<file path="config.mk">
export PLATFORM = sky130hd
export DESIGN_NAME = wide16_byte_bridge
export DESIGN_NICKNAME = d
export VERILOG_FILES = /design/src/rtl/wbb_pkg.sv /design/src/rtl/wbb_decode.sv /design/src/rtl/wbb_temp_reg.sv /design/src/rtl/wbb_read_mux.sv /design/src/rtl/wide16_byte_bridge.sv
export SDC_FILE = /design/constraint.sdc
export NUM_CORES = 1
export LEC_CHECK = 0
export ABC_AREA = 1
export CAP_MARGIN = 40
export CORE_ASPECT_RATIO = 1.25
export CORE_UTILIZATION = 32
export CTS_BUF_LIST = sky130_fd_sc_hd__clkbuf_16
export DETAILED_ROUTE_END_ITERATION = 10
export GPL_TIMING_DRIVEN = 0
export PLACE_DENSITY = 0.83
export SYNTH_ARGS = -nofsm -noshare
export SYNTH_HDL_FRONTEND = slang
export SYNTH_SLANG_ARGS = --single-unit
</file>
<file path="constraint.sdc">
create_clock -name clk -period 3.2 [get_ports clk]
set_clock_uncertainty 0.2 [all_clocks]
set_input_delay 0.96 -clock clk [delete_from_list [all_inputs] [get_ports clk]]
set_output_delay 0.96 -clock clk [all_outputs]
set_load 0.05 [all_outputs]
</file>
<file path="src/rtl/wbb_pkg.sv">
package wbb_pkg;

    // Where the read byte comes from in the strobe cycle
    typedef enum logic [1:0] {
        SRC_ZERO    = 2'd0,
        SRC_LIVE_LO = 2'd1,
        SRC_LIVE_HI = 2'd2,
        SRC_TEMP    = 2'd3
    } rd_src_e;

    // What the holding register does at the next edge
    typedef enum logic [1:0] {
        LD_HOLD  = 2'd0,
        LD_WRITE = 2'd1,
        LD_SNAP  = 2'd2
    } tmp_ld_e;

endpackage

</file>
<file path="src/rtl/wbb_decode.sv">
module wbb_decode #(
    parameter int ADDR_W = 4,
    parameter int NUM_REGS = 5,
    parameter logic [NUM_REGS-1:0] DIRECT_MASK = 5'b01110
) (
    input  logic [ADDR_W-1:0] addr,
    output logic              valid,
    output logic              hi,
    output logic              direct,
    output logic [ADDR_W-2:0] idx
);
    localparam int IDX_W = ADDR_W - 1;
    localparam logic [IDX_W-1:0] LAST_IDX = IDX_W'(NUM_REGS - 1);

    always_comb begin
        idx    = addr[ADDR_W-1:1];
        hi     = addr[0];
        valid  = (idx <= LAST_IDX);
        direct = 1'b0;
        for (int i = 0; i < NUM_REGS; i++) begin
            if (idx == IDX_W'(i)) direct = DIRECT_MASK[i];
        end
    end
endmodule

</file>
<file path="src/rtl/wbb_temp_reg.sv">
module wbb_temp_reg #(
    parameter int BYTE_W = 8
) (
    input  logic              clk,
    input  logic              rst_n,
    input  logic              wr,
    input  logic              rd,
    input  logic              valid,
    input  logic              hi,
    input  logic              direct,
    input  logic [BYTE_W-1:0] wbyte,
    input  logic [BYTE_W-1:0] live_hi,
    output logic [BYTE_W-1:0] tmp_q
);
    import wbb_pkg::*;

    tmp_ld_e ld;

    always_comb begin
        if (wr && valid && hi)                 ld = LD_WRITE;
        else if (rd && valid && !hi && !direct) ld = LD_SNAP;
        else                                    ld = LD_HOLD;
    end

    always_ff @(posedge clk) begin
        if (!rst_n) begin
            tmp_q <= '0;
        end else begin
            unique case (ld)
                LD_WRITE: tmp_q <= wbyte;
                LD_SNAP:  tmp_q <= live_hi;
                default:  tmp_q <= tmp_q;
            endcase
        end
    end
endmodule

</file>
<file path="src/rtl/wbb_read_mux.sv">
module wbb_read_mux #(
    parameter int BYTE_W = 8
) (
    input  logic                rd,
    input  logic                valid,
    input  logic                hi,
    input  logic                direct,
    input  logic [2*BYTE_W-1:0] live_word,
    input  logic [BYTE_W-1:0]   tmp_q,
    output logic [BYTE_W-1:0]   rdata
);
    import wbb_pkg::*;

    rd_src_e src;

    always_comb begin
        if (!rd || !valid) src = SRC_ZERO;
        else if (!hi)      src = SRC_LIVE_LO;
        else if (direct)   src = SRC_LIVE_HI;
        else               src = SRC_TEMP;
    end

    always_comb begin
        unique case (src)
            SRC_LIVE_LO: rdata = live_word[BYTE_W-1:0];
            SRC_LIVE_HI: rdata = live_word[2*BYTE_W-1:BYTE_W];
            SRC_TEMP:    rdata = tmp_q;
            default:     rdata = '0;
        endcase
    end
endmodule

</file>
<file path="src/rtl/wide16_byte_bridge.sv">
module wide16_byte_bridge #(
    parameter int BYTE_W = 8,
    parameter int ADDR_W = 4,
    parameter int NUM_REGS = 5,
    parameter logic [NUM_REGS-1:0] DIRECT_MASK = 5'b01110
) (
    input  logic                         clk,
    input  logic                         rst_n,
    input  logic [ADDR_W-1:0]            bus_addr,
    input  logic                         bus_wr,
    input  logic                         bus_rd,
    input  logic [BYTE_W-1:0]            bus_wdata,
    input  logic [NUM_REGS*2*BYTE_W-1:0] reg_live,
    output logic [BYTE_W-1:0]            bus_rdata,
    output logic [NUM_REGS-1:0]          reg_we,
    output logic [2*BYTE_W-1:0]          reg_wdata
);
    localparam int WORD_W = 2 * BYTE_W;
    localparam int IDX_W = ADDR_W - 1;
    localparam logic [IDX_W-1:0] LAST_IDX = IDX_W'(NUM_REGS - 1);
    localparam logic [IDX_W-1:0] CNT_IDX = '0;

    logic              dec_valid, dec_hi, dec_direct;
    logic [IDX_W-1:0]  dec_idx;
    logic [WORD_W-1:0] live_word;
    logic [BYTE_W-1:0] tmp_q;

    wbb_decode #(
        .ADDR_W(ADDR_W), .NUM_REGS(NUM_REGS), .DIRECT_MASK(DIRECT_MASK)
    ) u_decode (
        .addr(bus_addr), .valid(dec_valid), .hi(dec_hi),
        .direct(dec_direct), .idx(dec_idx)
    );

    always_comb begin
        live_word = '0;
        for (int i = 0; i < NUM_REGS; i++) begin
            if (dec_idx == IDX_W'(i)) live_word = reg_live[i*WORD_W +: WORD_W];
        end
    end

    wbb_temp_reg #(.BYTE_W(BYTE_W)) u_temp (
        .clk(clk), .rst_n(rst_n), .wr(bus_wr), .rd(bus_rd),
        .valid(dec_valid), .hi(dec_hi), .direct(dec_direct),
        .wbyte(bus_wdata), .live_hi(live_word[WORD_W-1:BYTE_W]), .tmp_q(tmp_q)
    );

    wbb_read_mux #(.BYTE_W(BYTE_W)) u_rmux (
        .rd(bus_rd), .valid(dec_valid), .hi(dec_hi), .direct(dec_direct),
        .live_word(live_word), .tmp_q(tmp_q), .rdata(bus_rdata)
    );

    assign reg_wdata = {tmp_q, bus_wdata};

    for (genvar g = 0; g < NUM_REGS; g++) begin : g_we
        assign reg_we[g] = bus_wr && dec_valid && !dec_hi && (dec_idx == IDX_W'(g));
    end

    // ---------------- embedded checks ----------------
    logic past_ok;
    logic addr_ok;
    always_ff @(posedge clk) begin
        if (!rst_n) past_ok <= 1'b0;
        else        past_ok <= 1'b1;
    end
    assign addr_ok = (bus_addr[ADDR_W-1:1] <= LAST_IDX);

    assert_hi_write_no_commit_R2: assert property (@(posedge clk) disable iff (!rst_n)
        (bus_wr && bus_addr[0]) |-> (reg_we == '0));

    assert_we_onehot_R3: assert property (@(posedge clk) disable iff (!rst_n)
        $onehot0(reg_we));

    assert_pair_commit_R3: assert property (@(posedge clk) disable iff (!rst_n)
        (past_ok && $past(bus_wr && bus_addr[0] && addr_ok) && bus_wr && !bus_addr[0] && addr_ok)
        |-> (reg_wdata[WORD_W-1:BYTE_W] == $past(bus_wdata)));

    assert_count_snapshot_R4: assert property (@(posedge clk) disable iff (!rst_n)
        (past_ok && $past(bus_rd && !bus_addr[0] && bus_addr[ADDR_W-1:1] == CNT_IDX)
         && bus_rd && bus_addr == {CNT_IDX, 1'b1})
        |-> (bus_rdata == $past(reg_live[WORD_W-1:BYTE_W])));

    assert_cmp_read_keeps_temp_R6: assert property (@(posedge clk) disable iff (!rst_n)
        (bus_rd && addr_ok && DIRECT_MASK[bus_addr[ADDR_W-1:1]]) |=> $stable(tmp_q));

    assert_idle_read_zero_R9: assert property (@(posedge clk) disable iff (!rst_n)
        !bus_rd |-> (bus_rdata == '0));

    assert_idle_no_we_R9: assert property (@(posedge clk) disable iff (!rst_n)
        !bus_wr |-> (reg_we == '0));

endmodule

</file>
; Word-level counts from Yosys, hierarchy flattened
; Cells that the tools add are included.
[word_totals]
register_bits = 8
latchBits = 0
output_inout_bits = 29
mem_count = 0
romBits = 0
inputBits = 96
mem_bits_rw = 0
[classes]
div = 0
shift = 0
addsub = 0
n_mul = 0
n_bitwise = 0
magnitude_cmp = 1
eq_ne = 9
reduce_logical = 18
mux = 16
[op_table]
columns = cell, n
row1 = 2-to-1 mux 16 bit, 5
row2 = one-hot mux 8 bit (3 select lines), 1
row3 = one-hot mux 8 bit (2 select lines), 1
row4 = logical AND 1 bit, 11
row5 = 2-to-1 mux 2 bit, 4
row6 = "== test 2 bit, second input constant", 3
row7 = "== test 3 x 2 -> 1 bit, second input constant", 2
row8 = 2-to-1 mux 1 bit, 5
row9 = "== test 2 x 1 -> 1 bit, second input constant", 2
row10 = logical NOT 1 bit, 4
row11 = "== test 3 x 1 -> 1 bit, second input constant", 1
row12 = "== test 3 bit, second input constant", 1
row13 = "less-or-equal comparator 3 bit, second input constant", 1
row14 = logical NOT 3 bit, 1
row15 = nonzero test 2 bit, 1
row16 = logical OR 1 bit, 1

; Depth between registers and ports, before layout
; Gate-level depths: netlist of run 1.
[depth]
ltp_word = 11
mapped_depth = 10
mapped_depth_nobuf = 9

; Hierarchy
; Synthesis of run 1 repeated with hierarchy kept, for this count alone.
[unflattened]
cells_unflattened = 294
hier_area_um2 = 1572.8
[by_module_without_submodules]
columns = module, cells_per_inst, area_each_um2, n_inst
row1 = wide16_byte_bridge, 176, 852.1, 1
row2 = wbb_temp_reg, 72, 501.7, 1
row3 = wbb_read_mux, 39, 176.4, 1
row4 = wbb_decode, 7, 42.5, 1

; Least setup slack after synthesis of run 1
; Ideal clock, no wire load.
[synth_timing]
kind = input -> output
startpoint = input port bus_addr[2]
endpoint = output port reg_we[1]
path_stages = 7
slack_ps = -563
t_arrival_ps = 2603
path_buffers = 0
t_required_ps = 2040
cell_sequence = inv_2 > nand2_4 > nand2_4 > nand2_1 > nor2_1 > inv_1 > nor3_1
[synth_between]
elab_chain_len = 4
word_cells_on_any_way = 5
cone_classes = order compare: 1 / eq/ne: 1 / reduce/logical: 3
[synth_rtl]
columns = element, line_no
row1 = "start, declared", wide16_byte_bridge.sv:9  ; input logic [ADDR_W-1:0] bus_addr,
row2 = less-or-equal comparator 3 bit, --
row3 = logical AND 1 bit (2 in series), wide16_byte_bridge.sv:56  ; assign reg_we[g] = bus_wr && dec_valid && !dec_hi && (dec_idx == IDX_W'(g));
row4 = logical AND 1 bit (*), wide16_byte_bridge.sv:56
row5 = "end, declared", wide16_byte_bridge.sv:15  ; output logic [NUM_REGS-1:0] reg_we,
; Every way passes the cells marked *; elsewhere a longest branch is shown, timed or not.

; Worst setup path in the final report of run 1
[layout_timing]
startpoint = input port reg_live[9]
endpoint = output port bus_rdata[1]
[layout_between]
elab_chain_len = 6
[layout_rtl]
columns = element, line_no
row1 = "start, declared", wide16_byte_bridge.sv:13  ; input logic [NUM_REGS*2*BYTE_W-1:0] reg_live,
row2 = 2-to-1 mux 16 bit (5 in series), wide16_byte_bridge.sv:38  ; if (dec_idx == IDX_W'(i)) live_word = reg_live[i*WORD_W +: WORD_W];
row3 = one-hot mux 8 bit (3 select lines), wbb_read_mux.sv:24  ; unique case (src)
row4 = "end, declared", wide16_byte_bridge.sv:14  ; output logic [BYTE_W-1:0] bus_rdata,
; No other way between the ends.

==> results of run 1 <==
[repair_timing]
action,CTS,global route
buffers inserted,31,8
resized for setup,177,47
pin swaps,14,24
gates cloned,4,0
setup endpoints to repair,21,16
[kinds of logic (layout without fill, tap and decap cells)]
kind of cell,Yosys count,after routing,share of synthesized area (%)
AOI/OAI and AO/OA,17,17,6.151
buffers and inverters,41,210,15.82
and+or+nand+nor,206,206,66.78
DFF,8,8,11.25
[how the worst min path moves through the flow]
stage,from,end,cells after the start
finish,u_temp.tmp_q[1]$_SDFFE_PN0P_,u_temp.tmp_q[1]$_SDFFE_PN0P_,2
global route,u_temp.tmp_q[1]$_SDFFE_PN0P_,u_temp.tmp_q[1]$_SDFFE_PN0P_,2
CTS,u_temp.tmp_q[1]$_SDFFE_PN0P_,u_temp.tmp_q[1]$_SDFFE_PN0P_,2
detailed placement,u_temp.tmp_q[1]$_SDFFE_PN0P_,u_temp.tmp_q[1]$_SDFFE_PN0P_,2
global placement,u_temp.tmp_q[1]$_SDFFE_PN0P_,u_temp.tmp_q[1]$_SDFFE_PN0P_,2
floorplan,u_temp.tmp_q[1]$_SDFFE_PN0P_,u_temp.tmp_q[1]$_SDFFE_PN0P_,2
[cells in the final DEF, fill, tap and decap left out, types with 2 or more instances in the layout]
cell type and n:
nand3_4 3, nand3b_1 2, clkbuf_16 3, nand2_4 4, dlymetal6s2s_1 6, buf_12 4
nand4_1 8, buf_8 8, nor2_2 7, clkbuf_2 8, nor2_1 27, inv_4 2
nand2_1 97, clkdlybuf4s50_1 90, nand3_2 10, inv_2 4, inv_1 15, o21ai_0 5
nand2_8 2, dfxtp_1 8, dlygate4sd2_1 2, nand2_2 11, buf_2 4, o21ai_2 4
nor2_4 5, clkinv_8 3, nand3_1 25, buf_4 44, a21oi_1 2, buf_6 14
nor3_2 2, o21ai_1 5
[cell usage after synthesis (3+ instances only)]
cell type	number	area, µm²
buf_4	10	75.07
o21ai_1	7	35.03
nand3_1	37	185.2
o21ai_0	7	35.03
dfxtp_1	8	160.2
nand2_1	109	409.1
nor2_1	35	131.4
nand4_1	8	50.05
nand2_4	3	33.78
inv_2	3	11.26
inv_1	20	75.07
buf_6	4	45.04
[area by class of cell]
cell class | count | area, µm² | share of cell area, %
tap | 56 | 70.07 | 2.033
inverter | 24 | 132.6 | 3.848
sequential | 8 | 160.2 | 4.646
buffer | 17 | 147.6 | 4.283
timing repair buffer | 166 | 1619 | 46.97
multi-input combinational | 223 | 1242 | 36.04
clock buffer | 3 | 75.07 | 2.178
[worst register-to-register path, stage by stage (launching register included)]
cell,delay [ns]
dfxtp_1,0.35
inv_1,0.06
nand2_1,0.06
o21ai_0,0.08
nand2_1,0.06
nand2_1,0.04
nor2_1,0.13
[where the power goes]
part	internal, W	switching, W	leakage (nW)
registers	0.000109	0.00000668	0.0659
clock network	0.000161	0.0000503	0.0370
logic	0.000243	0.000232	1.65
[stage by stage]
stage | power, W | setup slack (ns) | instances | cell area (µm²) | setup TNS, ns
after floorplan | 0.0002988 | -0.1649 | 272 | 1491 | -0.3299
after detailed placement | 0.0004851 | -1.507 | 451 | 2793 | -19.87
final | 0.0008010 | -0.1063 | 497 | 3447 | -0.4308
after CTS | 0.0007665 | -0.03650 | 489 | 3301 | -0.1078
after global placement | 0.0004799 | -1.475 | 451 | 2793 | -19.41
after global routing | 0.0008359 | -0.1780 | 497 | 3447 | -0.8873
[layer usage]
| metal | vias up | global-route usage [%] | wire length, µm |
|---|---|---|---|
| li1 | 1198 | - | - |
| met1 | 1154 | 29.10 | 2574 |
| met2 | 141 | 58.28 | 4145 |
| met3 | 38 | 4.414 | 507 |
| met5 | - | 0 | 0 |
| met4 | 0 | 14.22 | 387 |
==> impl_metrics.env, run 1 <==
export IMPL_synth_edf_count=0
export IMPL_final_antenna_net_count=0
export IMPL_critPathTopFamily="buffers and inverters"
export IMPL_setup_viol=8
export IMPL_root_buffer="clkbuf_16"
export IMPL_timing_hold_ws_ns=0.3812
export IMPL_timing_final_ws_setup_ns=-0.1063
export IMPL_grt_pass1_vias=2531
export IMPL_holdBufCountCts=0
export IMPL_overflow=0
export IMPL_cts_sinks=8
export IMPL_crit_buf_inv=4
export IMPL_clk_path_buf_depth=2
export IMPL_portBuffers=123
export IMPL_clock_latency_ns=0.23
export IMPL_num_rows=26
export IMPL_grtUsageTotal_pct=30.31
export IMPL_seq_area_frac_synth_pct=11.25
export IMPL_yosysWarnings=0
export IMPL_worst_slew_pin_slew_ns=0.5016
export IMPL_core_area_um2=4164
export IMPL_final_min_clock_period_ns=3.306
export IMPL_peakVddDrop_mv=0.1328
export IMPL_relSlewSlack_pct=66.45
export IMPL_die_x_um=61.66
export IMPL_r2r_start="u_temp.tmp_q[7]$_SDFFE_PN0P_"
export IMPL_finalNetCount=539
export IMPL_fillers=277
export IMPL_cts_tree="yes"
export IMPL_r2r_slack_ns=2.13
export IMPL_path_cells="clkdlybuf4s50_1 > nand2_2 > nand2_1 > inv_1 > nand4_1 > buf_4 > nand2_4 > nand3_4 > buf_8"
export IMPL_largest_reg_flops=8
export IMPL_violations="setup timing"
export IMPL_start_kind="input port"
export IMPL_post_route_util_pct=82.78
export IMPL_die_area_um2=4722
export IMPL_worst_endpoint_arrival_ns=2.15
export IMPL_globalplace_congestion=0.8111
export IMPL_power_leakage_nw=1.754
export IMPL_status="complete, but fails checks"
export IMPL_synth_seq_cells=8
export IMPL_path_clk_slew_ns=0.04
export IMPL_top_regs="u_temp.tmp_q: 8 flops"
export IMPL_grt_antenna_before_repair=0
export IMPL_drive_gt1_share_pct=33.33
export IMPL_diodes=0
export IMPL_crit_cells=9
export IMPL_drt_wl_total_mm=7.615
export IMPL_start_util_pct=34.19
export IMPL_max_flop_register="u_temp.tmp_q"
export IMPL_syn_to_final_growth_pct=142.1
export IMPL_wire_per_inst_um=15.32
export IMPL_maxCapViolations=0
export IMPL_dr_pass1_iters=4
export IMPL_fin_crit_sh_pct=103.3
export IMPL_num_vias=2531
export IMPL_fmax_mhz=302.5
export IMPL_dp_hpwl_mm=4.982
export IMPL_min_path_type="flip-flop to flip-flop"
export IMPL_rr_endpoint="u_temp.tmp_q[7]$_SDFFE_PN0P_"
export IMPL_grt_pass1_wl_mm=10.88
export IMPL_grt_max_degree=11
export IMPL_slowest_delay_ns=0.42
export IMPL_remaining_drc_errors=0
export IMPL_cp_startpoint="reg_live[9]"
export IMPL_hold_violations=0
export IMPL_rsz0062_at_grt="true"
export IMPL_postSynthCellCount=272
export IMPL_viasPerCell=5.093
export IMPL_powerDensity_nw_per_um2=232.4
export IMPL_cts_made_buffers=3
export IMPL_drt_iter0_markers=113
export IMPL_syn_num_nets=368
export IMPL_ff2ff_path_depth=6
export IMPL_ios=125
export IMPL_post_synth_num_cell_types=26
export IMPL_path_max_fanout=2
export IMPL_dieHeight_um=76.58
export IMPL_slew_violations=0
export IMPL_crit_type="input port to output pin"
export IMPL_synth_main_ff_cell="dfxtp_1"
export IMPL_critPathSlowestCell="clkdlybuf4s50_1"
export IMPL_asyncSetResetFlopFracSynth_pct=0
export IMPL_crit_end="bus_rdata[1]"
export IMPL_cts_max_level=1
export IMPL_syn_avg_cell_area_um2=5.235
export IMPL_worstPathRequired_ns=2.04
export IMPL_synth_area_um2=1424
export IMPL_critPathCaptureType="output pin"
Note: power is estimated with default switching activity, not from simulation.
==> run 2: changes to the inputs <==
--- a/config.mk
+++ b/config.mk
@@ -8,6 +8,7 @@
 export ABC_AREA = 1
 export CAP_MARGIN = 40
 export CORE_ASPECT_RATIO = 1.25
+export CORE_MARGIN = 2
 export CORE_UTILIZATION = 32
 export CTS_BUF_LIST = sky130_fd_sc_hd__clkbuf_16
 export DETAILED_ROUTE_END_ITERATION = 10
==> constraint.sdc (replaced) <==
create_clock -name clk -period 3.5 [get_ports clk]
set_clock_uncertainty 0.2 [all_clocks]
set_input_delay 1.05 -clock clk [delete_from_list [all_inputs] [get_ports clk]]
set_output_delay 1.05 -clock clk [all_outputs]
set_load 0.05 [all_outputs]
==> impl_metrics.env, run 2 (synthesis results as in run 1) <==
export IMPL_relSlewSlack_pct=65.78
export IMPL_grt_use_met1_pct=27.24
export IMPL_hold_violations=0
export IMPL_busiest_layer="met2"
export IMPL_slew_violations=0
export IMPL_grt_util_met2_pct=44.11
export IMPL_core_area_um2=4358
export IMPL_worst_endpoint_arrival_ns=2.17
export IMPL_min_path_type="flip-flop to flip-flop"
export IMPL_drt_iter0_markers=146
export IMPL_final_common_cell="nand2_1"
export IMPL_num_vias=2210
export IMPL_remaining_drc_errors=0
export IMPL_path_max_fanout=10
export IMPL_final_antenna_net_count=0
export IMPL_grt_use_met3_pct=3.438
export IMPL_finalNetCount=512
export IMPL_drive_gt1_share_pct=21.26
export IMPL_grtUsageTotal_pct=23.78
export IMPL_num_rows=27
export IMPL_setup_viol=0
export IMPL_overflow=0
export IMPL_critPathCaptureType="output pin"
export IMPL_crit_type="input port to output pin"
export IMPL_drt_wl_total_mm=6.307
export IMPL_dp_slack_ns=-1.295
export IMPL_start_util_pct=32.67
export IMPL_cts_made_buffers=3
export IMPL_syn_to_final_growth_pct=118.5
export IMPL_cts_sinks=8
export IMPL_grt_max_degree=11
export IMPL_viasPerCell=4.682
export IMPL_ios=125
export IMPL_worstPathRequired_ns=2.25
export IMPL_diodes=0
export IMPL_peakVddDrop_mv=0.2767
export IMPL_fin_crit_sh_pct=97.74
export IMPL_cts_tree="yes"
export IMPL_top_regs="u_temp.tmp_q: 8 flops"
export IMPL_die_area_um2=5002
export IMPL_powerDensity_nw_per_um2=216.8
export IMPL_fillers=351
export IMPL_portBuffers=123
export IMPL_max_flop_register="u_temp.tmp_q"
export IMPL_largest_reg_flops=8
export IMPL_fmax_mhz=292.3
export IMPL_final_cell_mix="nand2_1 (107), clkdlybuf4s50_1 (96), nand3_1 (32), nor2_1 (32), buf_4 (24)"
export IMPL_grt_antenna_before_repair=0
export IMPL_dieHeight_um=78.58
export IMPL_final_min_clock_period_ns=3.421
export IMPL_post_route_util_pct=71.38
export IMPL_post_dp_cell_area_um2=2740
export IMPL_worst_slew_pin_slew_ns=0.5116
export IMPL_timing_final_ws_setup_ns=0.07893
export IMPL_start_kind="input port"
export IMPL_clk_path_buf_depth=2
export IMPL_clock_latency_ns=0.23
export IMPL_root_buffer="clkbuf_16"
export IMPL_final_area_um2=3110
export IMPL_dp_hpwl_mm=4.736
export IMPL_cts_max_level=1
export IMPL_path_clk_slew_ns=0.04
export IMPL_wire_per_inst_um=13.36
export IMPL_status="completed"
export IMPL_dr_pass1_iters=4
export IMPL_die_x_um=63.66
export IMPL_maxCapViolations=0
export IMPL_grt_pass1_wl_mm=9.597
export IMPL_power_leakage_nw=1.506
export IMPL_globalplace_congestion=0.8481
export IMPL_setup_tns_ns=0
export IMPL_grt_pass1_vias=2155
## run 2: changes by cell type in the layout (fill, tap and decap cells not counted), moves of 5 or more
cell	change
buf_4	-20
nand2_2	-9
dlymetal6s2s_1	-5
clkbuf_2	-6
nor2_1	+5
nand3_2	-5
buf_8	-5
nand3_1	+7
dlygate4sd2_1	+7
clkdlybuf4s50_1	+6
nor2_2	-5
nand2_1	+10
## run 2: timing repair
| item | in CTS | in global routing |
|---|---|---|
| hold endpoints to repair | 0 | 0 |
| pin swaps | 13 | 10 |
| cloned | 0 | 1 |
| setup buffers | 11 | 5 |
| hold buffers | 0 | 0 |
| endpoints found under the setup margin | 21 | 11 |
| resized for setup | 142 | 27 |
## run 2: worst paths after layout
kind	start	endpoint	slack [ns]	depth (start not counted)
worst max-delay path	bus_addr[3]	bus_rdata[0]	0.08	12
worst min-delay path	u_temp.tmp_q[1]$_SDFFE_PN0P_	u_temp.tmp_q[1]$_SDFFE_PN0P_	0.32	2
worst max register to register	u_temp.tmp_q[5]$_SDFFE_PN0P_	u_temp.tmp_q[5]$_SDFFE_PN0P_	2.48	6
worst min register to register	u_temp.tmp_q[1]$_SDFFE_PN0P_	u_temp.tmp_q[1]$_SDFFE_PN0P_	0.32	2
## run 2: cell type report
class / instances / area, µm² / area share (%)
plain buffers: 16 / 132.6 / 4.264
flip-flops and latches: 8 / 160.2 / 5.149
multi-input cells: 223 / 1159 / 37.25
well taps: 58 / 72.57 / 2.333
repair buffers: 140 / 1391 / 44.73
clock buffers: 3 / 75.07 / 2.414
inverters: 24 / 120.1 / 3.862
## run 2: metal layers
layer	up-vias	wire length (µm)
met5	-	0
met4	0	136
met3	12	461
met2	92	3138
met1	960	2570
li1	1146	-
## run 2: through the flow
step	power, W	std cells	hold WS, ns
2_1_floorplan	0.0002700	272	0.5422
3_3_place_gp	0.0004355	453	0.3021
3_5_place_dp	0.0004374	453	0.3145
4_1_cts	0.0006567	467	0.3231
5_1_grt	0.0007038	472	0.3666
6_report	0.0006743	472	0.3190
## run 2: report_power, final
part           internal (W)  leakage [nW]  total (W)  switching, W
Sequential        0.0000994        0.0659   0.000105    0.00000586
Combinational      0.000187          1.40   0.000373      0.000186
Clock              0.000148        0.0370   0.000196     0.0000481
## run 2: worst max-delay path, stage by stage
cell	delay, ns
buf_12	0.12
inv_6	0.09
nand2_8	0.07
nor2_4	0.11
buf_6	0.15
nand2_1	0.07
nand2_2	0.07
inv_1	0.04
nand4_1	0.09
nand2_1	0.06
nand3_1	0.08
buf_6	0.16
==> run 3: changes to the inputs <==
--- a/config.mk
+++ b/config.mk
@@ -14,6 +14,7 @@
 export DETAILED_ROUTE_END_ITERATION = 10
 export GPL_TIMING_DRIVEN = 0
 export PLACE_DENSITY = 0.83
+export SKIP_LAST_GASP = 1
 export SYNTH_ARGS = -nofsm -noshare
 export SYNTH_HDL_FRONTEND = slang
 export SYNTH_SLANG_ARGS = --single-unit
==> results of run 3 <==
Same layout as run 2: the final DEF is identical, and so are final timing and power.
